File: src/rtl/chop_pkg.sv
`timescale 1ns/1ps
package chop_pkg;

    localparam int SYS_MHZ = 50;

    typedef enum logic [2:0] {
        ST_HALT,
        ST_GAP,
        ST_ON,
        ST_FAST,
        ST_DEAD,
        ST_SLOW
    } chop_st_e;

    typedef struct packed {
        logic hs_a;
        logic ls_a;
        logic hs_b;
        logic ls_b;
    } gate_t;

    localparam gate_t GATES_OFF  = '{hs_a: 1'b0, ls_a: 1'b0, hs_b: 1'b0, ls_b: 1'b0};
    localparam gate_t GATES_SLOW = '{hs_a: 1'b0, ls_a: 1'b1, hs_b: 1'b0, ls_b: 1'b1};

    function automatic int ns_to_cyc(input int ns);
        return (ns * SYS_MHZ + 999) / 1000;
    endfunction

    function automatic int permil_of(input int total, input int permil);
        return (total * permil + 500) / 1000;
    endfunction

    function automatic gate_t diag(input logic fwd);
        gate_t g;
        g.hs_a = fwd;
        g.ls_a = !fwd;
        g.hs_b = !fwd;
        g.ls_b = fwd;
        return g;
    endfunction

endpackage

File: src/rtl/chop_blank.sv
`timescale 1ns/1ps
module chop_blank #(
    parameter int BLANK_CYC = 50,
    parameter int CW        = 12
) (
    input  logic          driving,
    input  logic [CW-1:0] age,
    input  logic          trip_raw,
    output logic          trip_ok
);
    always_comb begin
        trip_ok = driving && trip_raw && (age >= CW'(BLANK_CYC));
    end
endmodule

File: src/rtl/chop_fsm.sv
`timescale 1ns/1ps
module chop_fsm
    import chop_pkg::*;
#(
    parameter int OFF_CYC   = 1500,
    parameter int FAST_CYC  = 452,
    parameter int DEAD_CYC  = 30,
    parameter int XOVER_CYC = 22,
    parameter int BLANK_CYC = 50,
    parameter int CW        = 12
) (
    input  logic          clk,
    input  logic          rst,
    input  logic          dir,
    input  logic          stop,
    input  logic          trip_ok,
    output chop_st_e      st,
    output logic [CW-1:0] cnt,
    output logic          drv_dir
);
    localparam logic [CW-1:0] GAP_LAST  = CW'(XOVER_CYC - 1);
    localparam logic [CW-1:0] FAST_LAST = CW'(FAST_CYC - 1);
    localparam logic [CW-1:0] DEAD_LAST = CW'(FAST_CYC + DEAD_CYC - 1);
    localparam logic [CW-1:0] OFF_LAST  = CW'(OFF_CYC - 1);
    localparam logic [CW-1:0] BLANK_CAP = CW'(BLANK_CYC);

    chop_st_e nxt;
    logic     keep_count;
    logic     hold_count;

    always_comb begin
        nxt = st;
        unique case (st)
            ST_HALT: nxt = ST_GAP;
            ST_GAP:  if (cnt == GAP_LAST) nxt = ST_ON;
            ST_ON: begin
                if (dir != drv_dir)  nxt = ST_GAP;
                else if (trip_ok)    nxt = ST_FAST;
            end
            ST_FAST: if (cnt == FAST_LAST) nxt = ST_DEAD;
            ST_DEAD: if (cnt == DEAD_LAST) nxt = ST_SLOW;
            ST_SLOW: if (cnt == OFF_LAST)  nxt = ST_GAP;
            default: nxt = ST_HALT;
        endcase
        if (stop) nxt = ST_HALT;
    end

    always_comb begin
        keep_count = (nxt == st) || (nxt == ST_DEAD) || (nxt == ST_SLOW);
        hold_count = (st == ST_HALT) || ((st == ST_ON) && (cnt >= BLANK_CAP));
    end

    always_ff @(posedge clk) begin
        if (rst) begin
            st      <= ST_HALT;
            cnt     <= '0;
            drv_dir <= 1'b0;
        end else begin
            st <= nxt;
            if (!keep_count)      cnt <= '0;
            else if (!hold_count) cnt <= cnt + 1'b1;
            if (st == ST_GAP && nxt == ST_ON) drv_dir <= dir;
        end
    end
endmodule

File: src/rtl/chop_gate.sv
`timescale 1ns/1ps
module chop_gate
    import chop_pkg::*;
#(
    parameter int XOVER_CYC = 22,
    parameter int CW        = 12
) (
    input  logic          clk,
    input  logic          rst,
    input  chop_st_e      st,
    input  logic [CW-1:0] cnt,
    input  logic          drv_dir,
    input  logic          zero_det,
    output gate_t         gates,
    output logic          in_decay
);
    logic sr_kill;

    always_comb begin
        in_decay = (st == ST_FAST) || (st == ST_DEAD) || (st == ST_SLOW);
    end

    always_ff @(posedge clk) begin
        if (rst) sr_kill <= 1'b0;
        else     sr_kill <= in_decay && (sr_kill || zero_det);
    end

    always_comb begin
        gates = GATES_OFF;
        unique case (st)
            ST_ON:   gates = diag(drv_dir);
            ST_FAST: if (cnt >= CW'(XOVER_CYC) && !sr_kill) gates = diag(!drv_dir);
            ST_SLOW: if (!sr_kill) gates = GATES_SLOW;
            default: gates = GATES_OFF;
        endcase
    end
endmodule

File: src/rtl/decay_chopper.sv
`timescale 1ns/1ps
module decay_chopper
    import chop_pkg::*;
#(
    parameter int OFF_CYC     = 30 * SYS_MHZ,
    parameter int BLANK_CYC   = SYS_MHZ,
    parameter int XOVER_CYC   = ns_to_cyc(425),
    parameter int DEAD_CYC    = ns_to_cyc(600),
    parameter int FAST_PERMIL = 301
) (
    input  logic       clk,
    input  logic       rst,
    input  logic       phase_dir,
    input  logic [1:0] level_code,
    input  logic       trip_in,
    input  logic       zero_in,
    input  logic       fault_in,
    output logic       hs_a,
    output logic       ls_a,
    output logic       hs_b,
    output logic       ls_b
);
    localparam int FAST_CYC = permil_of(OFF_CYC, FAST_PERMIL);
    localparam int CW       = $clog2(OFF_CYC + BLANK_CYC + XOVER_CYC + 2);

    chop_st_e      st;
    logic [CW-1:0] cnt;
    logic          drv_dir;
    logic          trip_ok;
    logic          stop;
    logic          in_decay;
    gate_t         gates;

    always_comb begin
        stop = fault_in || (level_code == 2'b11);
    end

    chop_blank #(
        .BLANK_CYC(BLANK_CYC),
        .CW       (CW)
    ) u_blank (
        .driving (st == ST_ON),
        .age     (cnt),
        .trip_raw(trip_in),
        .trip_ok (trip_ok)
    );

    chop_fsm #(
        .OFF_CYC  (OFF_CYC),
        .FAST_CYC (FAST_CYC),
        .DEAD_CYC (DEAD_CYC),
        .XOVER_CYC(XOVER_CYC),
        .BLANK_CYC(BLANK_CYC),
        .CW       (CW)
    ) u_fsm (
        .clk    (clk),
        .rst    (rst),
        .dir    (phase_dir),
        .stop   (stop),
        .trip_ok(trip_ok),
        .st     (st),
        .cnt    (cnt),
        .drv_dir(drv_dir)
    );

    chop_gate #(
        .XOVER_CYC(XOVER_CYC),
        .CW       (CW)
    ) u_gate (
        .clk     (clk),
        .rst     (rst),
        .st      (st),
        .cnt     (cnt),
        .drv_dir (drv_dir),
        .zero_det(zero_in),
        .gates   (gates),
        .in_decay(in_decay)
    );

    always_comb begin
        hs_a = gates.hs_a;
        ls_a = gates.ls_a;
        hs_b = gates.hs_b;
        ls_b = gates.ls_b;
    end
endmodule

File: config.mk
export PLATFORM = sky130hd
export DESIGN_NAME = decay_chopper
export DESIGN_NICKNAME = d
export VERILOG_FILES = /design/src/rtl/chop_pkg.sv /design/src/rtl/chop_blank.sv /design/src/rtl/chop_fsm.sv /design/src/rtl/chop_gate.sv /design/src/rtl/decay_chopper.sv
export SDC_FILE = /design/constraint.sdc
export NUM_CORES = 1
export LEC_CHECK = 0
export BUFFER_PORTS_ARGS = -buffer_cell sky130_fd_sc_hd__buf_4
export CAP_MARGIN = 0
export CORE_ASPECT_RATIO = 0.6
export CORE_MARGIN = 2
export CORE_UTILIZATION = 25
export CTS_BUF_LIST = sky130_fd_sc_hd__clkbuf_8
export CTS_CLUSTER_DIAMETER = 120
export CTS_CLUSTER_SIZE = 14
export DETAILED_ROUTE_END_ITERATION = 16
export PLACE_DENSITY = 0.38
export SLEW_MARGIN = 25
export SYNTH_ARGS = -nofsm -noshare
export SYNTH_HDL_FRONTEND = slang
export SYNTH_HIERARCHICAL = 1
export SYNTH_SLANG_ARGS = --single-unit
File: constraint.sdc
create_clock -name clk -period 4.03 [get_ports clk]
set_clock_uncertainty 0.2 [all_clocks]
set_input_delay 0.2015 -clock clk [delete_from_list [all_inputs] [get_ports clk]]
set_output_delay 0.2015 -clock clk [all_outputs]
set_load 0.05 [all_outputs]
==> impl_metrics.prom <==
# TYPE chip_impl_metric gauge
chip_impl_info{name="clock_tree_from_tritoncts",value="built"} 1
chip_impl_info{name="setup.worst_path.start_class",value="flip-flop"} 1
chip_impl_metric{name="gp_routability_congestion",unit=""} 0.7388
chip_impl_metric{name="ant_nets",unit=""} 0
chip_impl_metric{name="clock_net_sink_count",unit=""} 16
chip_impl_metric{name="rows",unit=""} 20
chip_impl_metric{name="cts_made_buffers",unit=""} 3
chip_impl_metric{name="synth_edf_count",unit=""} 0
chip_impl_metric{name="clk_pin_slew",unit="ps"} 70
chip_impl_metric{name="diodes",unit=""} 0
chip_impl_metric{name="tns",unit="ps"} 0
chip_impl_metric{name="synthesis.area",unit="mm^2"} 0.001348
chip_impl_metric{name="dpl_worst_slack",unit="ps"} 1232
chip_impl_metric{name="gr-total-overflow",unit=""} 0
chip_impl_metric{name="routed_wirelength",unit="mm"} 3.368
chip_impl_metric{name="detail_route.iter0.violations",unit=""} 62
chip_impl_metric{name="placed_cells_incl_taps",unit=""} 222
chip_impl_metric{name="detailroute.wirelength.met2",unit="mm"} 1.251
chip_impl_info{name="cts-root-buf",value="sky130_fd_sc_hd__clkbuf_8"} 1
chip_impl_metric{name="met3WireLength",unit="um"} 176
chip_impl_metric{name="die_area",unit="mm^2"} 0.006013
chip_impl_metric{name="critical_path_peak_fanout",unit=""} 11
chip_impl_metric{name="timing.critical_path.required",unit="ps"} 3930
chip_impl_info{name="mostFrequentLayoutCells",value="sky130_fd_sc_hd__nor2_1 (17), sky130_fd_sc_hd__dfxtp_1 (16), sky130_fd_sc_hd__buf_4 (12)"} 1
chip_impl_metric{name="power_switching",unit="mW"} 0.09464
chip_impl_metric{name="route.layer.met1.wl",unit="mm"} 1.913
chip_impl_metric{name="power.static_leakage",unit="nW"} 0.5463
chip_impl_metric{name="power.share.switching",unit="%"} 26.21
chip_impl_metric{name="route.detailed.wl_per_inst",unit="um"} 14.84
chip_impl_metric{name="synthCells",unit=""} 153
chip_impl_metric{name="power.share.sequential",unit="%"} 46.3
chip_impl_metric{name="setup_violations",unit=""} 0
chip_impl_metric{name="place_hpwl",unit="mm"} 2.557
chip_impl_metric{name="timing.max_slew.rel_slack",unit="%"} 49.58
chip_impl_metric{name="final-instance-count-excl-fill",unit=""} 227
chip_impl_metric{name="achievable-frequency",unit="MHz"} 358.3
chip_impl_info{name="highest_layer",value="met4"} 1
chip_impl_metric{name="timing_max_transition_violations_final",unit=""} 0
chip_impl_info{name="layout.cells.most_common",value="sky130_fd_sc_hd__nor2_1"} 1
chip_impl_metric{name="post_route_cells_drive_above_1_share",unit="%"} 25.47
chip_impl_info{name="main_flop_type_after_synthesis",value="sky130_fd_sc_hd__dfxtp_1"} 1
chip_impl_metric{name="syn-num-nets",unit=""} 165
chip_impl_info{name="run_status",value="finished, final reports clean"} 1
chip_impl_metric{name="p_clk_share",unit="%"} 41.4
chip_impl_metric{name="detail_route.vias_per_cell",unit=""} 5.022
chip_impl_metric{name="total_count_of_hold_check_failures_in_the_final_report",unit=""} 0
chip_impl_metric{name="combPwrFrac",unit="%"} 12.3
chip_impl_metric{name="layout-area-overhead-vs-synth",unit="%"} 12.81
chip_impl_info{name="crit_type",value="reg2reg"} 1
chip_impl_metric{name="first_global_vias",unit=""} 1046
chip_impl_metric{name="synthDistinctLibCells",unit=""} 58
chip_impl_metric{name="synthAdderAreaFrac",unit="%"} 3.714
chip_impl_metric{name="synth.avg_cell_area",unit="um^2"} 8.807
chip_impl_metric{name="clk_path_buf_depth",unit=""} 2
chip_impl_metric{name="final.setup.worst_slack",unit="ps"} 1239
chip_impl_metric{name="grt_start_max_net_pins",unit=""} 18
chip_impl_metric{name="synth-seq-cells",unit=""} 16
chip_impl_metric{name="die_y",unit="um"} 60.87
chip_impl_metric{name="synth_compound_gate_area_share",unit="%"} 18.76
chip_impl_metric{name="port-buffer-count",unit=""} 11
chip_impl_metric{name="ioPinCount",unit=""} 12
chip_impl_metric{name="nNetsFinal",unit=""} 174
chip_impl_metric{name="max-cap-violations",unit=""} 0
chip_impl_metric{name="vias",unit=""} 1140
chip_impl_metric{name="remaining_drc_errors",unit=""} 0
chip_impl_metric{name="die_width",unit="um"} 98.78
chip_impl_metric{name="slew_at_the_pin_closest_to_its_max_slew_limit",unit="ps"} 756.3
chip_impl_metric{name="final.period_utilization",unit="%"} 69.26
chip_impl_metric{name="first_pass_iters",unit=""} 4
chip_impl_metric{name="number_of_antenna_violations_at_the_first_check_in_global_routing",unit=""} 0
chip_impl_metric{name="cts_htree_levels",unit=""} 1
chip_impl_metric{name="starting_density",unit="%"} 26.27
chip_impl_metric{name="power",unit="mW"} 0.3611
chip_impl_info{name="grt_setup_unrepaired",value="no"} 1
chip_impl_metric{name="first_pass_grt_wire_length",unit="mm"} 5.664
chip_impl_info{name="endpoint_kind",value="flip-flop"} 1
chip_impl_metric{name="filler_cell_count",unit=""} 553
chip_impl_info{name="hold_path_class",value="in2reg"} 1
chip_impl_metric{name="placeableCoreArea",unit="mm^2"} 0.005130
chip_impl_metric{name="async_flop_share",unit="%"} 0
chip_impl_metric{name="synthSimpleGateAreaFrac",unit="%"} 38.72
chip_impl_metric{name="synthMuxAreaShare",unit="%"} 2.228
chip_impl_metric{name="synth-seq-area-share",unit="%"} 23.77
chip_impl_metric{name="total_power_per_unit_cell_area",unit="mW/mm^2"} 237.6
chip_impl_metric{name="max_rail_drop_vdd",unit="mV"} 0.07834
chip_impl_metric{name="yosysWarnings",unit=""} 6
chip_impl_metric{name="period_needed",unit="ps"} 2791
chip_impl_metric{name="fin_util",unit="%"} 29.63
chip_impl_metric{name="cts_resized",unit=""} 0
chip_impl_metric{name="grt.total_usage",unit="%"} 12.35
chip_impl_info{name="synth_top_family_by_area",value="simple AND/OR/NAND/NOR gates"} 1
chip_impl_metric{name="synth_xor_xnor_area_share",unit="%"} 7.149
chip_impl_metric{name="worst_skew_pair.late_latency",unit="ps"} 260
chip_impl_metric{name="power_report.internal_total",unit="mW"} 0.2665
chip_impl_metric{name="worst-endpoint-arrival",unit="ps"} 2690
per-layer routing:
layer,GRT usage [%],up-vias
met5,0,-
met4,4.501,0
met3,3.111,4
met2,16.22,30
met1,18.97,523
li1,-,583
synthesized netlist by cell type, drive strengths merged (2+ instances only):
master   instances  area [um^2]
a31oi            4        31.28
mux2i            3        30.03
nor3            14        120.1
nand3b           2        15.01
xor2             6        52.55
o21ai            7        38.78
a21o             3        23.77
nor4             2        12.51
ha               4        50.05
nor3b            2        20.02
dfxtp           16        320.3
nor2            17        63.81
a21oi            3        15.01
inv              3        11.26
nand2            9        33.78
and4bb           2        25.02
nand4            4        25.02
a2111oi          3        70.06
buf              8        61.31
and3b            2        17.52
and4             3        30.03
nor2b            5        31.28
or2              2        12.52
and3             2        13.77
nand3            4        20.02
xnor2            5        43.79
flip-flops by register name, summed over array words and instances, names as in the netlist:
register	flops
u_fsm/cnt	11
u_fsm/st	3
u_fsm/drv_dir	1
u_gate/sr_kill	1
power groups by stage:
| stage | clock (mW) | sequential, mW | combinational [mW] |
|---|---|---|---|
| after floorplan | 0 | 0.168 | 0.0338 |
| after global placement | 0 | 0.170 | 0.0432 |
| after detailed placement | 0 | 0.171 | 0.0438 |
| after CTS | 0.157 | 0.167 | 0.0448 |
| after global routing | 0.166 | 0.168 | 0.0493 |
| final | 0.150 | 0.167 | 0.0445 |
path summary, 6_finish.rpt:
check	startpoint	end	slack, ps	cells past startpoint
setup / recovery	u_fsm/cnt[1]$_SDFFE_PP0N_	u_fsm/cnt[1]$_SDFFE_PP0N_	1240	7
hold / removal	phase_dir	u_fsm/drv_dir$_SDFFE_PP0P_	0.5	3
setup reg to reg	u_fsm/cnt[1]$_SDFFE_PP0N_	u_fsm/cnt[1]$_SDFFE_PP0N_	1240	7
hold reg to reg	u_fsm/cnt[8]$_SDFFE_PP0N_	u_fsm/cnt[8]$_SDFFE_PP0N_	450	2
critical path, stage by stage (launching register included):
cell and delay [ps]:
sky130_fd_sc_hd__dfxtp_1 510, sky130_fd_sc_hd__ha_1 280, sky130_fd_sc_hd__nor4b_2 240, sky130_fd_sc_hd__and3_1 250
sky130_fd_sc_hd__nor3_1 50, sky130_fd_sc_hd__or3_1 390, sky130_fd_sc_hd__o21ai_2 600, sky130_fd_sc_hd__a2111oi_2 110
through the flow:
step | hold WS [ps] | instance area, um^2
floorplan | 73.88 | 1348
global placement | 230.9 | 1455
detailed placement | 221.3 | 1455
CTS | 4.400 | 1520
global route | 50.93 | 1520
finish | 0.4709 | 1520
cell type report:
type                       instances  area, um^2  share of cell area, %
tap                               66       82.58                  5.432
multi-input combinational        125       950.9                  62.55
timing repair buffer              13       100.1                  6.584
sequential                        16       320.3                  21.07
inverter                           3       11.26                 0.7407
clock buffer                       4       55.05                  3.621
kinds of logic (layout without fill, tap and decap cells):
group	Yosys count	count (layout)
adder cells (fa/ha/maj)	4	4
multiplexers	3	3
flip-flops	16	16
AO/OA/AOI/OAI	29	29
AND/OR/NAND/NOR	78	78
buffers and inverters	12	20
XOR/XNOR	11	11
timing repair:
| item | CTS | global route |
|---|---|---|
| setup buffers | 0 | 0 |
| hold endpoints to repair | 1 | 0 |
| hold buffers | 1 | 0 |
Note: power is estimated with default switching activity, not from simulation.
